**src/rtl/irq_ctrl.sv**
```systemverilog
module irq_ctrl #(
  parameter int NSRC     = 15,
  parameter int NEXT     = 32,
  parameter int EXT_EN   = 1,
  parameter int EXT_LINE = 14,
  parameter int DW       = 32,
  parameter int AW       = 4
) (
  input  logic            clk,
  input  logic            rst_n,
  input  logic [NSRC-1:0] src_i,
  input  logic [NEXT-1:0] ext_i,
  input  logic            wr_i,
  input  logic [AW-1:0]   addr_i,
  input  logic [DW-1:0]   wdata_i,
  output logic [DW-1:0]   rdata_o,
  input  logic            ack_i,
  output logic            irq_o,
  output logic [$clog2(NSRC+1)-1:0] irq_id_o
);
  localparam int IDW = $clog2(NSRC+1);
  localparam int EXW = $clog2(NEXT);
  localparam logic [AW-1:0] A_LVL = AW'(0), A_MSK = AW'(1), A_PEND = AW'(2),
                            A_FORCE = AW'(3), A_MODE = AW'(4), A_XPEND = AW'(5),
                            A_XMSK = AW'(6), A_XSTAT = AW'(7), A_XFORCE = AW'(8);

  logic [NSRC:0] lvl_q, msk_q, mode_q, pend_q, src_q;
  logic [NSRC:0] line, rise, hw_set, sw_set, sw_clr, ack_clr, set_all, eff, req, hi, lo;
  logic [IDW-1:0] id_hi, id_lo;
  logic           ext_sum, ext_vld;
  logic [NEXT-1:0] ext_pend, ext_msk;
  logic [EXW-1:0] ext_idx;
  logic           do_ack;

  assign line    = {src_i, 1'b0};
  assign rise    = line & ~src_q;
  assign hw_set  = (mode_q & rise) | (~mode_q & line);
  assign sw_set  = (wr_i && addr_i == A_FORCE) ? {wdata_i[NSRC:1], 1'b0} : '0;
  assign sw_clr  = (wr_i && addr_i == A_PEND)  ? {wdata_i[NSRC:1], 1'b0} : '0;
  assign do_ack  = ack_i && irq_o;
  assign ack_clr = do_ack ? ((NSRC+1)'(1) << irq_id_o) : '0;
  assign set_all = hw_set | sw_set;

  always_ff @(posedge clk) begin
    if (!rst_n) begin
      lvl_q  <= '0;
      msk_q  <= '0;
      mode_q <= '0;
      pend_q <= '0;
      src_q  <= '0;
    end else begin
      src_q  <= line;
      pend_q <= (pend_q & ~(sw_clr | ack_clr)) | set_all;
      if (wr_i && addr_i == A_LVL)  lvl_q  <= {wdata_i[NSRC:1], 1'b0};
      if (wr_i && addr_i == A_MSK)  msk_q  <= {wdata_i[NSRC:1], 1'b0};
      if (wr_i && addr_i == A_MODE) mode_q <= {wdata_i[NSRC:1], 1'b0};
    end
  end

  always_comb begin
    eff = pend_q;
    if (EXT_EN != 0) eff[EXT_LINE] = ext_sum;
  end

  assign req = eff & msk_q;
  assign hi  = req & lvl_q;
  assign lo  = req & ~lvl_q;

  always_comb begin
    id_hi = '0;
    id_lo = '0;
    for (int i = 1; i <= NSRC; i++) begin
      if (hi[i]) id_hi = IDW'(i);
      if (lo[i]) id_lo = IDW'(i);
    end
  end

  assign irq_o    = |req;
  assign irq_id_o = (|hi) ? id_hi : id_lo;

  generate
    if (EXT_EN != 0) begin : g_ext
      logic [NEXT-1:0] xpend_q, xmsk_q, xin_q, xreq, xset, xclr;
      logic [EXW-1:0]  xidx;

      assign xreq = xpend_q & xmsk_q;
      always_comb begin
        xidx = '0;
        for (int j = 0; j < NEXT; j++)
          if (xreq[j]) xidx = EXW'(j);
      end
      assign xset = (ext_i & ~xin_q) |
                    ((wr_i && addr_i == A_XFORCE) ? wdata_i[NEXT-1:0] : '0);
      assign xclr = ((wr_i && addr_i == A_XPEND) ? wdata_i[NEXT-1:0] : '0) |
                    ((do_ack && irq_id_o == IDW'(EXT_LINE)) ? (NEXT'(1) << xidx) : '0);

      always_ff @(posedge clk) begin
        if (!rst_n) begin
          xpend_q <= '0;
          xmsk_q  <= '0;
          xin_q   <= '0;
        end else begin
          xin_q   <= ext_i;
          xpend_q <= (xpend_q & ~xclr) | xset;
          if (wr_i && addr_i == A_XMSK) xmsk_q <= wdata_i[NEXT-1:0];
        end
      end

      assign ext_sum  = |xreq;
      assign ext_vld  = |xreq;
      assign ext_idx  = xidx;
      assign ext_pend = xpend_q;
      assign ext_msk  = xmsk_q;

      p_ext_stat_r10: assert property (@(posedge clk) disable iff (!rst_n)
        (|xreq) |-> ((xreq >> xidx) == NEXT'(1)));
      p_ext_ack_r11: assert property (@(posedge clk) disable iff (!rst_n)
        (do_ack && irq_id_o == IDW'(EXT_LINE) && !xset[xidx]) |=> !xpend_q[$past(xidx)]);
    end else begin : g_noext
      assign ext_sum  = 1'b0;
      assign ext_vld  = 1'b0;
      assign ext_idx  = '0;
      assign ext_pend = '0;
      assign ext_msk  = '0;
    end
  endgenerate

  always_comb begin
    case (addr_i)
      A_LVL:   rdata_o = DW'(lvl_q);
      A_MSK:   rdata_o = DW'(msk_q);
      A_PEND:  rdata_o = DW'(eff);
      A_MODE:  rdata_o = DW'(mode_q);
      A_XPEND: rdata_o = DW'(ext_pend);
      A_XMSK:  rdata_o = DW'(ext_msk);
      A_XSTAT: rdata_o = DW'({ext_vld, ext_idx});
      default: rdata_o = '0;
    endcase
  end

  p_idle_zero_r6: assert property (@(posedge clk) disable iff (!rst_n)
    !irq_o |-> (irq_id_o == '0));
  p_req_valid_r6: assert property (@(posedge clk) disable iff (!rst_n)
    irq_o |-> (eff[irq_id_o] && msk_q[irq_id_o]));
  p_masked_quiet_r3: assert property (@(posedge clk) disable iff (!rst_n)
    ((eff & msk_q) == '0) |-> !irq_o);
  p_hi_first_r4: assert property (@(posedge clk) disable iff (!rst_n)
    (irq_o && !lvl_q[irq_id_o]) |-> ((eff & msk_q & lvl_q) == '0));
  p_top_number_r5: assert property (@(posedge clk) disable iff (!rst_n)
    irq_o |-> (((eff & msk_q & (lvl_q[irq_id_o] ? lvl_q : ~lvl_q)) >> irq_id_o) == (NSRC+1)'(1)));
  p_set_wins_r7: assert property (@(posedge clk) disable iff (!rst_n)
    (set_all != '0) |=> ((pend_q & $past(set_all)) == $past(set_all)));
  p_ack_clears_r7: assert property (@(posedge clk) disable iff (!rst_n)
    (do_ack && (EXT_EN == 0 || irq_id_o != IDW'(EXT_LINE)) && !set_all[irq_id_o])
      |=> !pend_q[$past(irq_id_o)]);
endmodule

```
**config.mk**
```make
export PLATFORM = sky130hd
export DESIGN_NAME = irq_ctrl
export DESIGN_NICKNAME = d
export VERILOG_FILES = /design/src/rtl/irq_ctrl.sv
export SDC_FILE = /design/constraint.sdc
export NUM_CORES = 1
export LEC_CHECK = 0
export BUFFER_PORTS_ARGS = -buffer_cell sky130_fd_sc_hd__clkbuf_2
export CORE_UTILIZATION = 62
export CTS_BUF_LIST = sky130_fd_sc_hd__clkbuf_16
export CTS_CLUSTER_SIZE = 8
export DETAILED_ROUTE_END_ITERATION = 7
export PLACE_DENSITY = 0.94
export SLEW_MARGIN = 0
export SYNTH_ARGS = -nofsm -noshare
export SYNTH_HDL_FRONTEND = slang
export SYNTH_SLANG_ARGS = --single-unit
```
**constraint.sdc**
```tcl
create_clock -name clk -period 4 [get_ports clk]
set_input_delay 0.2 -clock clk [delete_from_list [all_inputs] [get_ports clk]]
set_output_delay 0.2 -clock clk [all_outputs]
set_load 0.02 [all_outputs]
```
==> run metrics, run 1 <==
status finished with violations; failing checks negative hold slack; Seq cells post-synth 170; Final Hold Viols 2; area added between synthesis and finish 19.6%; DRT antenna net count 0; ratio of cells with drive above 1 in the final layout 15.8%; clk root buf clkbuf_16; Remaining Overflow, GRT 0; Crit. Startpoint pend_q[6]$_SDFF_PN0_; Net Count, Synth 1186; Pre-Repair DR Iteration Count 8; vias per inst 6.76; DRT iter0 DRCs 1754; Final Max Slew Viols 0; # IOs 124; Worst setup SP type flop; reg2reg setup slack 670 ps; # hold bufs at CTS 40; Synth Flop Type dfxtp_1; WP data arrival 3650 ps; crit share post-route 83.3%; max cap viols 0; Worst Reg-to-Reg Cells 9; sequential-to-total area share from yosys stat 40.1%; area of the multi-input gates 4750 um^2; Max VDD drop 0.321 mV; CTS Buf Count 17; Req. time, crit path 4320 ps; Initial Util 63.8%; number of port buffers 122; largest net degree at the start of global routing 55; R2R Path End ext_pend[0]$_SDFF_PN0_; final setup fails 0; post-CTS setup buffer count 0; Hold WC Path Type input pin to flop; Ys Warns 0; ys async rst share 0%; Die Height 119 um; H-tree Lvls 4; register area 3400 um^2; library cells used by synthesis 72; WL/cell 21.4 um; CP endpoint ext_pend[0]$_SDFF_PN0_; Setup Skew 9.59 ps; Synth Cell Area 8480 um^2; Diodes inserted 0; crit path kind flop to flop; gr usage total 42.9%; Filler cells 951; clock buffer depth 2; fmax 300 MHz; CTS tree done; first-pass GRT wire length 47300 um; WL final 30300 um; Reg clk slew, reported paths 70 ps; setup TNS 0 ps; Max-slew headroom 8.50%; pwr dens 377 nW/um^2; # resized after CTS 0; vias 9569; Syn Inst Count 1099; Clock Latency Late Sink 450 ps; core area 13300 um^2; Worst Setup End Kind flop; Tmin final 3330 ps; syn avg cell area 7.71 um^2; worst-path fanout max 11; Hold WS -0.605 ps; WHS Path Cells 2; actual transition at the worst max-transition pin 1370 ps; reg2reg start pend_q[6]$_SDFF_PN0_; DIE WIDTH 119 um; Layout Nets 1313; Post-DP HPWL 19900 um; CTS Sinks 170; EDFF count, synth 0; initial antenna violation count 0; standard-cell rows 42; GPL Wtd Cong 1.04; Pleak 3.93 nW; # DRC 0; RSZ-0062 raised after global routing false; die area 14100 um^2; vias in the first global route 9103
sequential cells by signal, indices dropped and copies added, names as in the netlist:
register and cells:
ext_msk 32, ext_pend 32, g_ext.xin_q 32, lvl_q 15, mode_q 15, msk_q 15
pend_q 15, src_q 14
kinds of logic (layout without fill, tap and decap cells):
group	count (synthesis)	count (layout)	share of synthesized area, %
and+or+nand+nor	473	473	26.2
DFF	170	170	40.1
buffers and inverters	87	227	4.16
AOI/OAI and AO/OA	369	369	29.4
per-stage QoR:
step	util [%]	power, mW	instances	instance area, um^2	worst slack (ps)
2_1_floorplan	-	2.06	1099	8480	1540
3_3_place_gp	69.1	2.20	1343	9190	962
3_5_place_dp	69.1	2.21	1343	9190	951
4_1_cts	76.3	3.77	1415	10100	851
5_1_grt	76.3	3.91	1415	10100	650
6_report	76.3	3.82	1415	10100	668
layout by cell type (no fill, tap or decap), types with 19 or more instances in the layout:
cell type | netlist | routed
o211ai_1 | 30 | 30
dfxtp_1 | 170 | 170
nand2_1 | 271 | 271
and2_1 | 50 | 50
a22o_1 | 29 | 29
clkbuf_2 | 10 | 122
nand3_1 | 34 | 34
dlygate4sd3_1 | 0 | 40
o21ai_0 | 19 | 19
nor2b_1 | 29 | 29
a21oi_1 | 151 | 151
a22oi_1 | 58 | 58
nor2_1 | 29 | 27
area by class of cell:
| cell class | instances | area share (%) |
|---|---|---|
| well taps | 176 | 2.17 |
| flip-flops and latches | 170 | 33.6 |
| inverters | 15 | 0.568 |
| clock inverters | 15 | 1.25 |
| repair buffers | 180 | 11.4 |
| clock buffers | 17 | 4.20 |
| multi-input cells | 842 | 46.8 |
cells in the mapped netlist, types with 7 or more instances:
| library cell | instances | share of area, % |
|---|---|---|
| nand2_1 | 271 | 12 |
| dfxtp_1 | 170 | 40 |
| nor3_1 | 8 | 0.47 |
| o211ai_1 | 30 | 2.7 |
| a22oi_1 | 58 | 5.1 |
| nand4_1 | 8 | 0.59 |
| nor4_1 | 7 | 0.52 |
| a211oi_1 | 8 | 0.71 |
| nand3_1 | 34 | 2.0 |
| and2_1 | 50 | 3.7 |
| a21oi_1 | 151 | 8.9 |
| clkbuf_1 | 56 | 2.5 |
| nor2_1 | 29 | 1.3 |
| clkbuf_2 | 10 | 0.59 |
| o21ai_0 | 19 | 1.1 |
| a22o_1 | 29 | 3.0 |
| inv_1 | 15 | 0.66 |
| nor2b_1 | 29 | 2.1 |
where the power goes:
part / leakage (nW) / switching [mW] / internal, mW
Combinational: 2.26 / 0.237 / 0.160
Clock: 0.277 / 0.731 / 0.857
Sequential: 1.40 / 0.0699 / 1.77
metal layers:
metal / routed length, um / track usage [%] / up-vias
met5: 0 / 0 / -
met4: 1730 / 24.4 / 0
met3: 3750 / 8.43 / 167
met2: 13500 / 67.6 / 835
met1: 11400 / 54.9 / 4358
li1: - / - / 4209
how the worst min path moves through the flow:
stage	slack [ps]	to	start
after global routing	10	src_q[10]$_SDFF_PN0_	src_i[9]
after CTS	0.3	ext_msk[17]$_SDFFE_PN0P_	wdata_i[17]
final	-0.6	src_q[10]$_SDFF_PN0_	src_i[9]
after global placement	410	g_ext.xin_q[20]$_SDFF_PN0_	ext_i[20]
after floorplan	320	g_ext.xin_q[0]$_SDFF_PN0_	ext_i[0]
after detailed placement	420	g_ext.xin_q[26]$_SDFF_PN0_	ext_i[26]
worst max-delay path, cell delays in order (launching register included):
cell and delay, ps:
dfxtp_1 420, nand2_1 150, o22a_1 240, a2111oi_0 630, o221ai_1 240, a21oi_1 200
a211o_4 250, nand2_1 380, o41ai_1 590, a21oi_1 130
Note: power is estimated with default switching activity, not from simulation.
==> inputs of run 2 (changes only) <==
--- a/config.mk
+++ b/config.mk
@@ -5,12 +5,13 @@
 export SDC_FILE = /design/constraint.sdc
 export NUM_CORES = 1
 export LEC_CHECK = 0
+export ABC_AREA = 1
 export BUFFER_PORTS_ARGS = -buffer_cell sky130_fd_sc_hd__clkbuf_2
-export CORE_UTILIZATION = 62
+export CORE_UTILIZATION = 58
 export CTS_BUF_LIST = sky130_fd_sc_hd__clkbuf_16
 export CTS_CLUSTER_SIZE = 8
 export DETAILED_ROUTE_END_ITERATION = 7
-export PLACE_DENSITY = 0.94
+export PLACE_DENSITY = 0.89
 export SLEW_MARGIN = 0
 export SYNTH_ARGS = -nofsm -noshare
 export SYNTH_HDL_FRONTEND = slang
==> constraint.sdc (replaced) <==
create_clock -name clk -period 3.28 [get_ports clk]
set_input_delay 0.164 -clock clk [delete_from_list [all_inputs] [get_ports clk]]
set_output_delay 0.164 -clock clk [all_outputs]
set_load 0.02 [all_outputs]
==> run 2 against run 1 <==
Compared with the run above: the flow finishes with violations (negative setup slack); synthesized cell count grew 14%; cell area grew 5.6%; sequential power grew 21%; combinational power grew 69%; critical endpoint is now ext_pend[8]$_SDFF_PN0_.
==> run metrics, run 2 <==
die area 15100 um^2; commonest cells in the netlist nand2_1 (306), inv_1 (190), dfxtp_1 (170); clock buffer depth 2; # IOs 124; WL final 30500 um; GPL Wtd Cong 0.952; Sequential Power Share 44.9%; Ys Warns 0; CTS Buf Count 17; Clock Latency Late Sink 440 ps; Synth Flop Type dfxtp_1; DRT iter0 DRCs 1548; Synth Cell Area 8490 um^2; DIE WIDTH 123 um; sequential-to-total area share from yosys stat 40.1%; Hold WS 44.2 ps; Tmin final 3530 ps; fmax 283 MHz; Pleak 4.89 nW; actual transition at the worst max-transition pin 1260 ps; DRT antenna net count 0; Filler cells 900; Worst setup SP type flop; WL/cell 18.9 um; RSZ-0062 raised after global routing true; crit path kind flop to flop; Yosys top cell by area dfxtp_1; Synth Area in Compound Gates 23.3%; # DRC 0; Remaining Overflow, GRT 0; most frequent cells in the layout nand2_1 (290), inv_1 (186), dfxtp_1 (162), clkbuf_2 (120), a21oi_1 (119); Req. time, crit path 3540 ps; status finished with violations; DP Worst Slack 70.9 ps; area of the multi-input gates 4330 um^2; register area 3410 um^2; final worst setup slack -253 ps; Max VDD drop 0.523 mV; vias in the first global route 8816; clk root buf clkbuf_16; Layout Nets 1510; Seq cells post-synth 170; Die Height 123 um; setup TNS -3770 ps; Int Pwr 3.54 mW; WP data arrival 3790 ps; Switching Fraction 28.4%; library cells used by synthesis 34; CTS tree done; EDFF count, synth 0; Final Hold Viols 0; Clock power frac 41.5%; Net Count, Synth 1341; Max-slew headroom 15.9%; core area 14100 um^2; standard-cell rows 43; P_sw 1.41 mW; synth top area cells dfxtp_1 (40%), nand2_1 (14%), inv_1 (8.4%); Inst Count DP 1518; commonest non-fill, non-tap cell in the layout nand2_1; Initial Util 60.2%; Hold WC Path Type input pin to flop; area added between synthesis and finish 26.1%; crit share post-route 108%; initial antenna violation count 0; Diodes inserted 0; vias per inst 6.19; Reg clk slew, reported paths 70 ps; Final Max Slew Viols 0; Pre-Repair DR Iteration Count 6; H-tree Lvls 4; Yosys top cell area share 40.1%; number of port buffers 122; vias 10011; Synth Area in Simple Gates 25.3%; failing checks negative setup slack; ratio of cells with drive above 1 in the final layout 19.6%; largest net degree at the start of global routing 67; final setup fails 33; Comb pwr share 13.6%; fraction of the mapped netlist area in adder cells 0%; Post-DP HPWL 18600 um; max cap viols 0; first-pass GRT wire length 43600 um; final non-filler cell total 1616; syn avg cell area 6.77 um^2; ys async rst share 0%; Syn Inst Count 1254; combinational family with the most area after synthesis simple AND/OR/NAND/NOR gates; Setup Skew 10.7 ps; XOR/XNOR Fraction of Synth Area 0%; CTS Sinks 170; most common cell in the netlist nand2_1; Final Util 76.0%; worst-path fanout max 6; gr usage total 37.8%; mux cell area share after synthesis 0%; pwr dens 462 nW/um^2; Worst Setup End Kind flop
-- run 2: changes by cell type after synthesis, sizes merged, moves of 15 or more --
| cell | delta |
|---|---|
| a21oi | -25 |
| and2 | -51 |
| nand3 | +25 |
| nand2 | +51 |
| a22oi | -23 |
| o211ai | -15 |
| inv | +182 |
| nor2b | -29 |
| a31oi | +16 |
| a22o | -33 |
| nor2 | +68 |
| o21ai | +66 |
-- run 2: final cells by class --
cell class | instances | share of cell area, %
clock inverter | 15 | 1.55
clock buffer | 17 | 3.97
sequential | 170 | 31.9
tap | 180 | 2.10
multi-input combinational | 829 | 40.4
timing repair buffer | 206 | 13.0
inverter | 199 | 7.12
-- run 2: power by group through the flow --
stage,combinational (mW),sequential [mW],clock [mW]
2_1_floorplan,0.344,2.24,0
3_5_place_dp,0.535,2.26,0
5_1_grt,0.715,2.23,2.13
3_3_place_gp,0.518,2.26,0
6_report,0.671,2.22,2.06
4_1_cts,0.584,2.21,2.02
-- run 2: kinds of logic (layout without fill, tap and decap cells) --
| logic type | Yosys count | count (layout) |
|---|---|---|
| compound gates | 332 | 332 |
| buf+inv | 255 | 437 |
| flops | 170 | 170 |
| simple gates | 497 | 497 |
-- run 2: path summary, 6_finish.rpt --
kind,slack [ps],to,start,cells after the start
min,40,ext_pend[18]$_SDFF_PN0_,wdata_i[18],4
max reg2reg,-250,ext_pend[8]$_SDFF_PN0_,ext_pend[13]$_SDFF_PN0_,27
max,-250,ext_pend[8]$_SDFF_PN0_,ext_pend[13]$_SDFF_PN0_,27
min reg2reg,440,pend_q[0]$_SDFF_PN0_,pend_q[0]$_SDFF_PN0_,2
-- run 2: critical path, cell delays in order (launching register included) --
cell and delay [ps]:
dfxtp_1 340, nand2_1 120, nand2_1 100, nor2_1 200, nand2_1 130, inv_2 120
nand3_4 120, nand2_2 100, nor2_1 60, nor3_2 170, inv_2 70, nor3_4 190
nand2_2 90, inv_2 80, o21ai_2 70, nand2_4 120, inv_4 50, nand2_2 70
nor2_2 50, nand2_4 80, nand2_4 70, nor2_8 150, nand2_8 100, nor2_8 210
buf_6 150, nand3_2 100, nand2_1 130, a21oi_1 90
-- run 2: layer usage --
| metal | track usage (%) | vias to the layer above | share of wire [%] |
|---|---|---|---|
| met1 | 45.4 | 4485 | 35 |
| met4 | 21.6 | 0 | 6.9 |
| met5 | 0 | - | 0 |
| met2 | 62.9 | 873 | 46 |
| li1 | - | 4447 | - |
| met3 | 7.61 | 206 | 12 |
-- run 2: timing repair --
item	CTS	global route
resized for setup	3	63
endpoints found under the hold margin	46	0
gates cloned	0	0
hold buffers	46	0
pin swaps	0	51
buffers inserted	0	20
setup endpoints to repair	1	34
-- run 2: metrics by stage --
| step | power (mW) | cell area (um^2) |
|---|---|---|
| floorplan | 2.59 | 8490 |
| global placement | 2.77 | 9270 |
| detailed placement | 2.79 | 9270 |
| finish | 4.95 | 10700 |
| CTS | 4.82 | 10300 |
| global route | 5.07 | 10700 |
==> inputs of run 3 (changes only) <==
--- a/config.mk
+++ b/config.mk
@@ -7,11 +7,13 @@
 export LEC_CHECK = 0
 export ABC_AREA = 1
 export BUFFER_PORTS_ARGS = -buffer_cell sky130_fd_sc_hd__clkbuf_2
+export CORE_ASPECT_RATIO = 1.2
 export CORE_UTILIZATION = 58
 export CTS_BUF_LIST = sky130_fd_sc_hd__clkbuf_16
 export CTS_CLUSTER_SIZE = 8
 export DETAILED_ROUTE_END_ITERATION = 7
 export PLACE_DENSITY = 0.89
+export SKIP_CTS_REPAIR_TIMING = 1
 export SLEW_MARGIN = 0
 export SYNTH_ARGS = -nofsm -noshare
 export SYNTH_HDL_FRONTEND = slang
==> run 3 against run 2 <==
Compared with the run above: worst setup slack better by 190 ps; the run ends with negative hold slack, negative setup slack left; utilization down 3.1 points; first-iteration DRC count down 27%; global-route usage down 2.4 points; clock power down 11%; clock skew up 0.56 ps; critical path depth up 8; register-to-register slack better by 230 ps; sequential share of layout area up 0.70 points; die area about the same; final cell count down 0.74%; highest routed layer unchanged.
==> run metrics, run 3 (synthesis results as in run 2) <==
pwr dens 449 nW/um^2; crit path kind flop to output port; Worst setup SP type flop; Hold WC Path Type input pin to flop; Filler cells 1044; Clock Latency Late Sink 440 ps; core area 14400 um^2; fmax 299 MHz; number of port buffers 122; WP data arrival 3180 ps; GPL Wtd Cong 0.966; Inst Count DP 1515; area added between synthesis and finish 23.3%; DRT antenna net count 0; Layout Nets 1505; vias 9615; Die Height 135 um; met2 GRT Util 58.8%; actual transition at the worst max-transition pin 995 ps; H-tree Lvls 4; initial antenna violation count 0; clk root buf clkbuf_16; Pwr Total 4.70 mW; Worst Reg-to-Reg Cells 26; reg2reg start ext_pend[31]$_SDFF_PN0_; CP most frequent cell nand2_1; Max-slew headroom 33.2%; first-pass GRT wire length 41600 um; WHS Path Cells 3; Final Max Slew Viols 0; commonest non-fill, non-tap cell in the layout nand2_1; Most Crowded Layer GR met2; Initial Util 59.2%; met1 GRT Util 41.5%; worst-path fanout max 3; setup TNS -111 ps; largest net degree at the start of global routing 88; vias in the first global route 8498; RSZ-0062 raised after global routing true; DIE WIDTH 112 um; vias per inst 5.99; CTS Sinks 170; CTS tree done; reg2reg setup slack -20 ps; Setup Skew 11.2 ps; Reg clk slew, reported paths 60 ps; gr usage total 35.4%; Crit path buffers/inverters 2; # DRC 0; standard-cell rows 48; die area 15100 um^2; Remaining Overflow, GRT 0; Worst Setup End Kind output port; Post-DP HPWL 19000 um; crit share post-route 102%; final non-filler cell total 1604; DRT iter0 DRCs 1137; Largest delay share family, worst path simple AND/OR/NAND/NOR gates; Final Hold Viols 1; final setup fails 6; final worst setup slack -60.2 ps; CTS Buf Count 17; Slowest cell on crit path dfxtp_2; WL/cell 17.8 um; max cap viols 0; failing checks negative hold slack, negative setup slack; Diodes inserted 0; R2R Path End ext_pend[21]$_SDFF_PN0_; status finished with violations; DP Worst Slack 140 ps; Hold WS -1.70 ps; Crit path largest cell delay 340 ps; # IOs 124; most frequent cells in the layout nand2_1 (296), inv_1 (189), dfxtp_1 (165), a21oi_1 (124), clkbuf_2 (120); Req. time, crit path 3120 ps; Pleak 4.79 nW; met3 GRT Util 5.34%; clock buffer depth 2; WL final 28500 um; Max VDD drop 0.341 mV; Tmin final 3340 ps; Hold Path Origin src_i[12]; Pre-Repair DR Iteration Count 7; ratio of cells with drive above 1 in the final layout 17.5%; hold-critical path endpoint src_q[13]$_SDFF_PN0_
## run 3: tightest hold or removal path: cells and delay by family
family        cells  cell delay [ps]
buf+inv           2              170
simple gates      1               70
## run 3: worst max-delay path by stage
stage               cells after the start  slack, ps                 endpoint                    start
finish                                 35        -60               rdata_o[0]   ext_pend[1]$_SDFF_PN0_
detailed placement                     26        140  ext_pend[21]$_SDFF_PN0_  ext_pend[27]$_SDFF_PN0_
CTS                                    35       -100               rdata_o[0]   ext_pend[1]$_SDFF_PN0_
floorplan                              24        370   ext_pend[1]$_SDFF_PN0_  ext_pend[17]$_SDFF_PN0_
global route                           35       -270               rdata_o[0]   ext_pend[1]$_SDFF_PN0_
global placement                       26        190   ext_pend[1]$_SDFF_PN0_  ext_pend[27]$_SDFF_PN0_
## run 3: area by class of cell
cell class / count / area [um^2] / share of cell area, %
repair buffers: 199 / 1310 / 12.5
multi-input cells: 831 / 4260 / 40.7
flip-flops and latches: 170 / 3410 / 32.6
well taps: 175 / 219 / 2.09
inverters: 199 / 754 / 7.21
clock inverters: 13 / 90.1 / 0.861
clock buffers: 17 / 425 / 4.06
## run 3: layer usage
layer  part of all wire (%)  up-vias  wire [um]
li1                       -     4437          -
met1                     37     4323      10500
met2                     46      673      13200
met3                    9.7      182       2770
met4                    7.2        0       2070
met5                      0        -          0
## run 3: per-stage QoR
stage	hold WS, ps	instance area, um^2	util [%]
after floorplan	257	8490	-
after global placement	358	9270	64.6
after detailed placement	363	9270	64.6
after CTS	-81.1	9780	68.2
after global routing	4.91	10500	72.9
final	-1.70	10500	72.9
## run 3: power breakdown
group	internal (mW)	switching [mW]
registers	2.16	0.0606
clock network	1.01	0.823
logic	0.238	0.401
total	3.41	1.28
